--- config.mk ---
export PLATFORM = sky130hd
export DESIGN_NAME = rx_status_packer
export DESIGN_NICKNAME = d
export VERILOG_FILES = /design/src/rtl/rxp_pkg.sv /design/src/rtl/rxp_format.sv /design/src/rtl/rxp_admit.sv /design/src/rtl/rxp_sequencer.sv /design/src/rtl/rx_status_packer.sv
export SDC_FILE = /design/constraint.sdc
export NUM_CORES = 1
export LEC_CHECK = 0
export CAP_MARGIN = 10
export CORE_MARGIN = 1
export CORE_UTILIZATION = 41
export DETAILED_ROUTE_END_ITERATION = 8
export PLACE_DENSITY = 0.86
export SETUP_SLACK_MARGIN = 0.05
export SLEW_MARGIN = 15
export SYNTH_ARGS = -nofsm -noshare
export SYNTH_HDL_FRONTEND = slang
export SYNTH_SLANG_ARGS = --single-unit
--- constraint.sdc ---
create_clock -name clk -period 1.9 [get_ports clk]
set_input_delay 0.19 -clock clk [delete_from_list [all_inputs] [get_ports clk]]
set_output_delay 0.19 -clock clk [all_outputs]
set_load 0.05 [all_outputs]
--- src/rtl/rxp_pkg.sv ---
package rxp_pkg;
  localparam int CHAR_W = 9;
  localparam int BYTE_W = CHAR_W - 1;

  typedef enum logic [1:0] {PK_IDLE, PK_DATA, PK_STAT} pk_state_e;

  localparam logic [2:0] WCODE_NINE = 3'd4;

  typedef struct packed {
    logic [BYTE_W-1:0] data;
    logic [BYTE_W-1:0] stat;
    logic              wide;
  } pk_pair_t;
endpackage

--- src/rtl/rxp_format.sv ---
module rxp_format
  import rxp_pkg::*;
(
  input  logic [CHAR_W-1:0] char_in,
  input  logic [2:0]        bits,
  input  logic              par_en,
  input  logic              wide,
  input  logic              pe,
  input  logic              fe,
  input  logic              brk,
  input  logic              ovr,
  output pk_pair_t          pair
);
  logic              nine;
  logic [3:0]        lim;
  logic [BYTE_W-1:0] mask;

  always_comb begin
    nine = (bits == WCODE_NINE);
    lim  = (bits <= 3'd2) ? (4'd5 + {1'b0, bits}) : 4'd8;
    for (int j = 0; j < BYTE_W; j++) begin
      mask[j] = (j < int'(lim));
    end
    pair.data    = char_in[BYTE_W-1:0] & mask;
    pair.stat    = '0;
    pair.stat[3] = ovr;
    pair.stat[2] = fe;
    pair.stat[1] = brk;
    pair.stat[0] = nine ? char_in[CHAR_W-1] : (pe & par_en);
    pair.wide    = wide;
  end
endmodule

--- src/rtl/rxp_admit.sv ---
module rxp_admit #(
  parameter int ROOM_W = 6
) (
  input  logic              chr_valid,
  input  logic              idle,
  input  logic              wide,
  input  logic [ROOM_W-1:0] room,
  output logic              accept,
  output logic              drop
);
  logic [ROOM_W-1:0] need;

  always_comb begin
    need   = wide ? ROOM_W'(2) : ROOM_W'(1);
    accept = chr_valid && idle && (room >= need);
    drop   = chr_valid && !accept;
  end
endmodule

--- src/rtl/rxp_sequencer.sv ---
module rxp_sequencer
  import rxp_pkg::*;
(
  input  logic              clk,
  input  logic              rst,
  input  logic              load,
  input  pk_pair_t          pair_in,
  input  logic              out_ready,
  output logic              out_valid,
  output logic [BYTE_W-1:0] out_data,
  output pk_state_e         state
);
  pk_pair_t hold;

  always_ff @(posedge clk) begin
    if (rst) begin
      state <= PK_IDLE;
    end else begin
      case (state)
        PK_IDLE: if (load) state <= PK_DATA;
        PK_DATA: if (out_ready) state <= hold.wide ? PK_STAT : PK_IDLE;
        PK_STAT: if (out_ready) state <= PK_IDLE;
        default: state <= PK_IDLE;
      endcase
    end
  end

  always_ff @(posedge clk) begin
    if (state == PK_IDLE && load) hold <= pair_in;
  end

  always_comb begin
    out_valid = (state != PK_IDLE);
    out_data  = (state == PK_STAT) ? hold.stat : hold.data;
  end
endmodule

--- src/rtl/rx_status_packer.sv ---
module rx_status_packer
  import rxp_pkg::*;
#(
  parameter int ROOM_W = 6
) (
  input  logic              clk,
  input  logic              rst,
  input  logic [2:0]        cfg_bits,
  input  logic              cfg_parity_en,
  input  logic              cfg_wide,
  input  logic              chr_valid,
  input  logic [8:0]        chr_data,
  input  logic              chr_parity_err,
  input  logic              chr_frame_err,
  input  logic              chr_break,
  input  logic              chr_overrun,
  input  logic              out_ready,
  input  logic [ROOM_W-1:0] fifo_room,
  output logic              out_valid,
  output logic [7:0]        out_data
);
  pk_state_e seq_state;
  pk_pair_t  fmt_pair;
  logic      accept;
  logic      drop;
  logic      sticky_ovr;

  rxp_format u_fmt (
    .char_in (chr_data),
    .bits    (cfg_bits),
    .par_en  (cfg_parity_en),
    .wide    (cfg_wide),
    .pe      (chr_parity_err),
    .fe      (chr_frame_err),
    .brk     (chr_break),
    .ovr     (chr_overrun | sticky_ovr),
    .pair    (fmt_pair)
  );

  rxp_admit #(.ROOM_W(ROOM_W)) u_adm (
    .chr_valid (chr_valid),
    .idle      (seq_state == PK_IDLE),
    .wide      (cfg_wide),
    .room      (fifo_room),
    .accept    (accept),
    .drop      (drop)
  );

  rxp_sequencer u_seq (
    .clk       (clk),
    .rst       (rst),
    .load      (accept),
    .pair_in   (fmt_pair),
    .out_ready (out_ready),
    .out_valid (out_valid),
    .out_data  (out_data),
    .state     (seq_state)
  );

  always_ff @(posedge clk) begin
    if (rst)         sticky_ovr <= 1'b0;
    else if (accept) sticky_ovr <= 1'b0;
    else if (drop)   sticky_ovr <= 1'b1;
  end
endmodule

# --- Word level (Yosys, flattened, before mapping) ---
# Index checks and enable logic that the tools add are counted.
word_totals:
  regBits: 16
  input_bits: 28
op_classes:
  add_sub_neg: 1
  order_cmp: 10
  eq_ne: 6
  n_mux: 9
  n_bitwise: 3
  n_reduce_logical: 9
ops:
  columns: ["operator", "count"]
  rows:
  - ["$lt A3 B4 Y1 const A", 4]
  - ["$mux W2", 5]
  - ["$and A8 B8 Y8", 1]
  - ["$lt A1 B4 Y1 const A", 2]
  - ["$lt A2 B4 Y1 const A", 2]
  - ["$mux W8", 1]
  - ["$ge A6 B6 Y1", 1]
  - ["$pmux W2 S3", 1]
  - ["$add A3 B3 Y4 const A", 1]
  - ["$logic_and A1 B1 Y1", 4]
  - ["$mux W4", 1]
  - ["$ne A2 B2 Y1 const B", 2]
  - ["$eq A3 B3 Y1 const B", 1]
  - ["$le A3 B2 Y1 const B", 1]
  - ["$reduce_and A3 Y1", 1]
  - ["$eq A2 B1 Y1 const B", 1]
  - ["$eq A2 B2 Y1 const B", 1]
  - ["$logic_not A2 Y1", 1]
  - ["$ne A2 B1 Y1 const B", 1]
  - ["$reduce_bool A2 Y1", 1]
  - ["$reduce_or A2 Y1", 1]
  - ["$and A1 B1 Y1", 1]
  - ["$logic_not A1 Y1", 1]
  - ["$mux W1", 1]
  - ["$or A1 B1 Y1", 1]

# --- Longest topological paths before layout ---
# Gate-level depths: netlist (run 1).
depth:
  ltp_word: 5
  depth_mapped: 5
  ltp_nobuf: 5

# --- By module ---
# A second synthesis (run 1) with hierarchy kept.
unflattened:
  cells_unflattened: 89
  area_unflattened_um2: 1127.3
modules_own_cells:
  columns: ["mod", "instances", "cells_per_inst", "area_each_um2"]
  rows:
  - ["rxp_sequencer", 1, 37, 740.7]
  - ["rxp_format", 1, 35, 255.2]
  - ["rxp_admit", 1, 12, 92.6]
  - ["rx_status_packer", 1, 5, 38.8]

# --- Worst setup path after synthesis (run 1) ---
# No wires, ideal clock.
synth_path:
  kind: "input-to-reg"
  start: "in fifo_room[5]"
  end: "reg u_seq.hold[0] (netlist bit), enable pin"
  arrival_ps: 1304
  required_time_ps: 1626
  slack_ps: 323
  cell_stages: 3
  cell_sequence: "or4_1 -> a211o_1 -> and3_2"
synth_via:
  elab_chain_len: 3
synth_rtl:
  columns: ["item", "line", "rtl"]
  rows:
  - ["from (decl)", "rx_status_packer.sv:18", "input logic [ROOM_W-1:0] fifo_room,"]
  - ["$ge A6 B6 Y1", "rxp_admit.sv:15", "accept = chr_valid && idle && (room >= need);"]
  - ["$logic_and A1 B1 Y1", "rxp_admit.sv:15", null]
  - ["$logic_and A1 B1 Y1", "rxp_sequencer.sv:29", "if (state == PK_IDLE && load) hold <= pair_in;"]
  - ["to (signal assigned)", "rxp_sequencer.sv:29", null]
  - ["to (decl)", "rxp_sequencer.sv:13", "pk_pair_t hold;"]
# No other way between the ends.
# A chain may end at the register's enable or synchronous reset.

# --- Final worst setup path (run 1) ---
layout_path:
  start: "reg u_seq.state[1]"
  end: "out out_data[1]"
layout_via:
  elab_chain_len: 2
layout_rtl:
  columns: ["item", "line", "rtl"]
  rows:
  - ["from (decl)", "rxp_sequencer.sv:11", "output pk_state_e state"]
  - ["from (signal assigned)", "rxp_sequencer.sv:21", "PK_DATA: if (out_ready) state <= hold.wide ? PK_STAT : PK_IDLE;"]
  - ["$eq A2 B2 Y1", "rxp_sequencer.sv:34", "out_data = (state == PK_STAT) ? hold.stat : hold.data;"]
  - ["$mux W8", "rxp_sequencer.sv:34", null]
  - ["to (decl)", "rx_status_packer.sv:20", "output logic [7:0] out_data"]
# No other way between the ends.

==> impl_results.md, run 1 <==
* Post-CTS Setup Bufs at 0
* Top-area cell type share of the netlist area at between 40% and 50%
* Final WL at 1790 um
* Yosys reg bits at 16
* Drt wl/cell at 12.4 um
* Most common cell after layout, fill and taps aside: clkdlybuf4s50_1
* Hold Buf Count CTS at 0
* Max Freq at 581 MHz
* Layout cell share with drive strength beyond 1 at between 10% and 20%
* Pin count of the biggest net entering global routing at 14
* Final Skew at 0.00131 ns
* Slew Limit Fails at 0
* Rows at 16
* Crit-path most repeated cell: buf_4
* Reg power frac at 48.1%
* Critical Path AT at ~1.5 ns
* CP max FO at 8
* Final clock period utilization by the worst path at 90.6%
* Status: finished, final reports clean
* Area grow syn2layout at 49.9%
* Post-DR vias/cell at between 4 and 5
* Util after Layout at 65.5%
* Reg area at 450 um2
* Measured slew at the worst slew-check pin at 0.496 ns
* Die extent in y at roughly 48 um
* Gates resized, CTS repair at 0
* GPL Wtd Cong at between 0.7 and 0.8
* Critical path's slowest cell: dfxtp_1
* Antenna violations before repair at 0
* Total Nets Final at approximately 150
* Final hold vios at 0
* Slew HR at 66.9%
* Final Critical Period at 1.72 ns
* Worst hold path type: input port to flop
* RSZ-0062 raised after global routing: false
* Area of the multi-input gates at 369 um2
* 1st-pass router iterations at 4
* Post-synth EDFFs at 13
* Max VDD drop at around 0.00031 V
* Area contributors post-synth: edfxtp_1 46%, ha_1 7.3%, dfxtp_1 7.0%
* Sw frac at 26.7%
* GRT Residual Overflow at 0
* Final ANT Viol Nets at 0
* Core outline area at 1960 um2
* Internal power at 0.638 mW
* Clk_lat worst skew at 0.27 ns
* Cell taking the most area after synthesis: edfxtp_1
* DIE AREA at 2280 um2
* Port bufs at 36
* Total clock sinks at 16
* Fill cells at 156
* CTS tree: done
* Final setup violation count at 0
* First-pass GRT wire length at between 2000 and 3000 um
* Critical path's top delay family: flip-flops
* Max-capacitance violation count at 0
* Root buf cell: clkbuf_4
* Worst-path clk slew at 0.09 ns
* Detailed placement HPWL at between 1000 and 1500 um
* Syn Nets at 109
* Worst path cell trace: nor2b_1 -> buf_4 -> mux2_2 -> buf_4
* Seq/Total Area, Yosys at 52.6%
* Comb power frac at 27.4%
* Pwr Density at 678 nW/um2
* CTS buffer count at 3
* Static leakage at ~0.54 nW
* Most used flip-flop cell after synthesis: edfxtp_1
* DRT iter0 DRCs at 14
* Library cells used by synthesis at 23
* Syn Inst Count at 76
* Cell Area, Synth at 857 um2
* Max H-tree Level at 1
* Diode count at 0
* CP required at 1.71 ns
* Vias at 706
* Total GRT Usage at 16.3%
* Crit-path max cell delay at 0.37 ns
* Syn avg cell area at roughly 11 um2
* Initial core utilization at 43.7%
* Worst path bufs/invs at 2
* P_sw at approximately 0.23 mW
* Startpoint Class: flop
* Die Wd at 47.7 um
* Remaining DRCs at 0
* Yosys warns at 0
* Worst Hold Slack at ~0.48 ns
* Worst setup EP type: output port
* Post-synth ARST share at 0%
* Vias in the first global route at 638
* Io pins at 37
* CTS Buffer Depth at 2
* Commonest cells after routing, fill and taps aside: 27 x clkdlybuf4s50_1, 13 x edfxtp_1, 10 x inv_1, 10 x buf_4, 7 x nor2b_1
* Clock share of power at 24.5%
* Critical path class: flop to output port
## through the flow
stage,total power [mW],setup TNS (ns),instances,area [um2],worst slack (ns)
4_1_cts,0.876,0,144,1280,0.0575
3_5_place_dp,0.665,-2.56,140,1240,-0.197
6_report,0.871,0,144,1280,0.178
5_1_grt,0.910,0,144,1280,0.0628
2_1_floorplan,0.556,0,76,857,0.323
3_3_place_gp,0.657,-2.06,140,1240,-0.158
## power groups by stage
stage | clock (mW) | combinational, mW | sequential, mW
6_report | 0.214 | 0.238 | 0.419
5_1_grt | 0.231 | 0.257 | 0.422
4_1_cts | 0.219 | 0.238 | 0.419
3_5_place_dp | 0 | 0.237 | 0.428
3_3_place_gp | 0 | 0.231 | 0.426
2_1_floorplan | 0 | 0.132 | 0.424
## metal layers
metal	GRT usage, %	up-vias	wire length (um)
li1	-	353	-
met1	17.9	328	761
met2	29.2	23	920
met3	1.89	2	77
met4	11.1	0	27
met5	0	-	0
## logic make-up (layout without fill, tap and decap cells)
kind of cell	after synthesis	after routing	share of synthesized area, %
AND/OR/NAND/NOR	27	27	19.0
flip-flops	16	16	52.6
AO/OA/AOI/OAI	13	13	11.1
buffers and inverters	11	52	4.82
adder cells (fa/ha/maj)	5	5	7.30
multiplexers	4	4	5.26
## state kept, by name (all words and copies together) (netlist names)
register	cells
sticky_ovr	1
u_seq.hold	13
u_seq.state	2
## Yosys cell counts (all sizes together) (2+ instances only)
master,count
a21boi,3
a21oi,3
a31oi,3
dfxtp,3
edfxtp,13
ha,5
inv,10
mux2,4
nand2,2
nand2b,6
nand3,3
nand4b,2
nor2,3
nor2b,7
## area by class of cell
cell class	count	share of cell area, %
inverters	10	2.92
repair buffers	38	27.8
flip-flops and latches	16	35.1
well taps	27	2.63
multi-input cells	49	28.7
clock buffers	4	2.82
## final timing paths
check | start | endpoint | slack, ns | cells past startpoint
setup reg to reg | u_seq.state[0]$_SDFFE_PP0P_ | u_seq.hold[11]$_DFFE_PP_ | 0.65 | 2
hold / removal | chr_frame_err | u_seq.hold[3]$_DFFE_PP_ | 0.48 | 1
hold reg to reg | u_seq.state[0]$_SDFFE_PP0P_ | u_seq.state[1]$_SDFFE_PP0P_ | 0.53 | 2
setup / recovery | u_seq.state[1]$_SDFFE_PP0P_ | out_data[1] | 0.18 | 4
(Power assumes the default switching activity.)
==> run 2, diff against run 1 <==
--- a/config.mk
+++ b/config.mk
@@ -10,7 +10,6 @@
 export CORE_UTILIZATION = 41
 export DETAILED_ROUTE_END_ITERATION = 8
-export PLACE_DENSITY = 0.86
+export PLACE_DENSITY = 0.78
 export SETUP_SLACK_MARGIN = 0.05
-export SLEW_MARGIN = 15
 export SYNTH_ARGS = -nofsm -noshare
 export SYNTH_HDL_FRONTEND = slang
==> constraint.sdc (replaced) <==
create_clock -name clk -period 1.9 [get_ports clk]
set_input_delay 0.19 -clock clk [delete_from_list [all_inputs] [get_ports clk]]
set_output_delay 0.19 -clock clk [all_outputs]
set_load 0.02 [all_outputs]
==> impl_results.md, run 2 (synthesis gave the netlist of run 1 again) <==
* Status: finished, final reports clean
* Slew HR at 81.1% (+14 points)
* DIE AREA at 2280 um2 (unchanged)
* GRT Residual Overflow at 0 (unchanged)
* First-pass GRT wire length at 2410 um (-5.9%)
* Final Critical Period at 1.77 ns (+0.0530 ns)
* Total Nets Final at 152 (+0.66%)
* Vias in the first global route at 559 (-12%)
* GPL Wtd Cong at 0.773 (-0.76%)
* Final setup violation count at 0 (unchanged)
* Die extent in y at 47.7 um (unchanged)
* Post-DR vias/cell at 4.72 (-3.6%)
* Rows at 16 (unchanged)
* R2R cell count at 2 (unchanged)
* Startpoint Class: input port
* Slew Limit Fails at 0 (unchanged)
* Max H-tree Level at 1 (unchanged)
* Total clock sinks at 16 (unchanged)
* Final WL at 1720 um (-3.5%)
* 1st-pass router iterations at 4 (unchanged)
* CTS Buffer Depth at 2 (unchanged)
* Max reg flops at 13 (unchanged)
* Hold EP: u_seq.hold[3]$_DFFE_PP_
* CTS buffer count at 3 (unchanged)
* Worst r2r dst: u_seq.hold[16]$_DFFE_PP_
* Root buf cell: clkbuf_4
* Io pins at 37 (unchanged)
* Final hold vios at 0 (unchanged)
* Max-capacitance violation count at 0 (unchanged)
* Worst-path clk slew at 0.09 ns (about the same)
* Flop-to-flop setup slack at 0.57 ns (-0.08 ns)
* Vias at 685 (-3.0%)
* Die Wd at 47.7 um (unchanged)
* Detailed placement HPWL at 1350 um (-4.5%)
* Final ANT Viol Nets at 0 (unchanged)
* Largest Register: u_seq.hold
* Clk_lat worst skew at 0.28 ns (about the same)
* RSZ-0062 raised after global routing: false
* Util after Layout at 66.6% (+1.1 points)
* Final clock period utilization by the worst path at 93.4% (+2.8 points)
* Max VDD drop at 0.000264 V (-15%)
* Drt wl/cell at 11.9 um (-4.2%)
* Worst setup EP type: flop
* Largest regs: u_seq.hold (13), u_seq.state (2), sticky_ovr (1)
* Most common cell after layout, fill and taps aside: clkdlybuf4s50_1
* Pin count of the biggest net entering global routing at 14 (unchanged)
* CP required at 1.91 ns (+0.20 ns)
* Total GRT Usage at 15.8% (-0.57 points)
* Final Skew at 0.00228 ns (+0.000978 ns)
* Commonest cells after routing, fill and taps aside: 28 x clkdlybuf4s50_1, 13 x edfxtp_1, 10 x inv_1, 6 x nand2b_1, 6 x nor2b_1
* CTS tree: done
* Hold wc startpoint: chr_frame_err
* Core outline area at 1960 um2 (unchanged)
* Final std cells w/o fill at 145 (+0.69%)
* Pwr Density at 607 nW/um2 (-10%)
* Critical path class: input port to flop
* R2R Path Start: u_seq.state[0]$_SDFFE_PP0P_
* CP max FO at 13 (+5)
* Measured slew at the worst slew-check pin at 0.284 ns (-0.211 ns)
* Static leakage at 0.538 nW (+0.62%)
* Initial core utilization at 43.7% (unchanged)
* Antenna violations before repair at 0 (unchanged)
* Placed cells at 141 (+0.71%)
* Diode count at 0 (unchanged)
* Layout cell share with drive strength beyond 1 at 13.6% (-5.2 points)
* Remaining DRCs at 0 (unchanged)
* Area grow syn2layout at 52.4%
* Critical Path AT at 1.79 ns (+0.26 ns)
* DRT iter0 DRCs at 10 (-4)
* Hold depth at 1 (unchanged)
* Worst hold path type: input port to flop
* Max Freq at 563 MHz (-3.0%)
* Port bufs at 36 (unchanged)
## run 2: worst max-delay path by stage
stage,start,cells after the start,to
2_1_floorplan,fifo_room[5],3,u_seq.hold[0]$_DFFE_PP_
3_3_place_gp,cfg_wide,6,u_seq.hold[3]$_DFFE_PP_
3_5_place_dp,cfg_wide,6,u_seq.hold[11]$_DFFE_PP_
4_1_cts,u_seq.state[1]$_SDFFE_PP0P_,4,out_data[5]
5_1_grt,u_seq.state[1]$_SDFFE_PP0P_,4,out_data[0]
6_report,cfg_wide,6,u_seq.hold[16]$_DFFE_PP_
## run 2: power by group
group          internal (mW)  switching [mW]  leakage (nW)  total [mW]
clock                 0.0814          0.0980        0.0150       0.179
combinational          0.109          0.0851         0.373       0.194
sequential             0.411         0.00873         0.150       0.420
## run 2: cell type report
class / instances / area [um2]
multi-input combinational: 49 / 368
fill: 175 / 656
clock buffer: 4 / 26.3
tap: 27 / 33.8
inverter: 10 / 37.5
sequential: 16 / 452
timing repair buffer: 39 / 389
## run 2: worst max-delay path: stages
cell,delay [ns]
clkdlybuf4s50_1,0.48
inv_1,0.06
ha_1,0.27
nand2b_1,0.15
a211o_1,0.30
and3_2,0.32
## run 2: layer usage
layer	global-route usage (%)	wire, um
met1	18.8	728
met2	27.3	945
met3	3.40	51
met4	6.67	0
met5	0	0
## run 2: stage by stage
stage | cell area, um2 | setup slack, ns | power [mW] | hold WS [ns] | setup TNS (ns)
after detailed placement | 1270 | -0.170 | 0.629 | 0.508 | -2.27
after CTS | 1290 | 0.0419 | 0.796 | 0.461 | 0
after global routing | 1310 | 0.0615 | 0.830 | 0.472 | 0
after global placement | 1270 | -0.119 | 0.623 | 0.503 | -1.55
after floorplan | 857 | 0.323 | 0.516 | 0.258 | 0
final | 1310 | 0.125 | 0.793 | 0.466 | 0
## run 2: what timing repair did
action	in CTS	in global routing
hold buffers	0	0
hold endpoints to repair	0	0
buffers inserted	0	0
endpoints found under the setup margin	6	6
gates resized for setup	7	8
==> run 3, diff against run 2 <==
Settings changed: CORE_MARGIN 1 to not set.
==> results of run 3 <==
Final layout, timing and power as in run 2 (identical DEF).
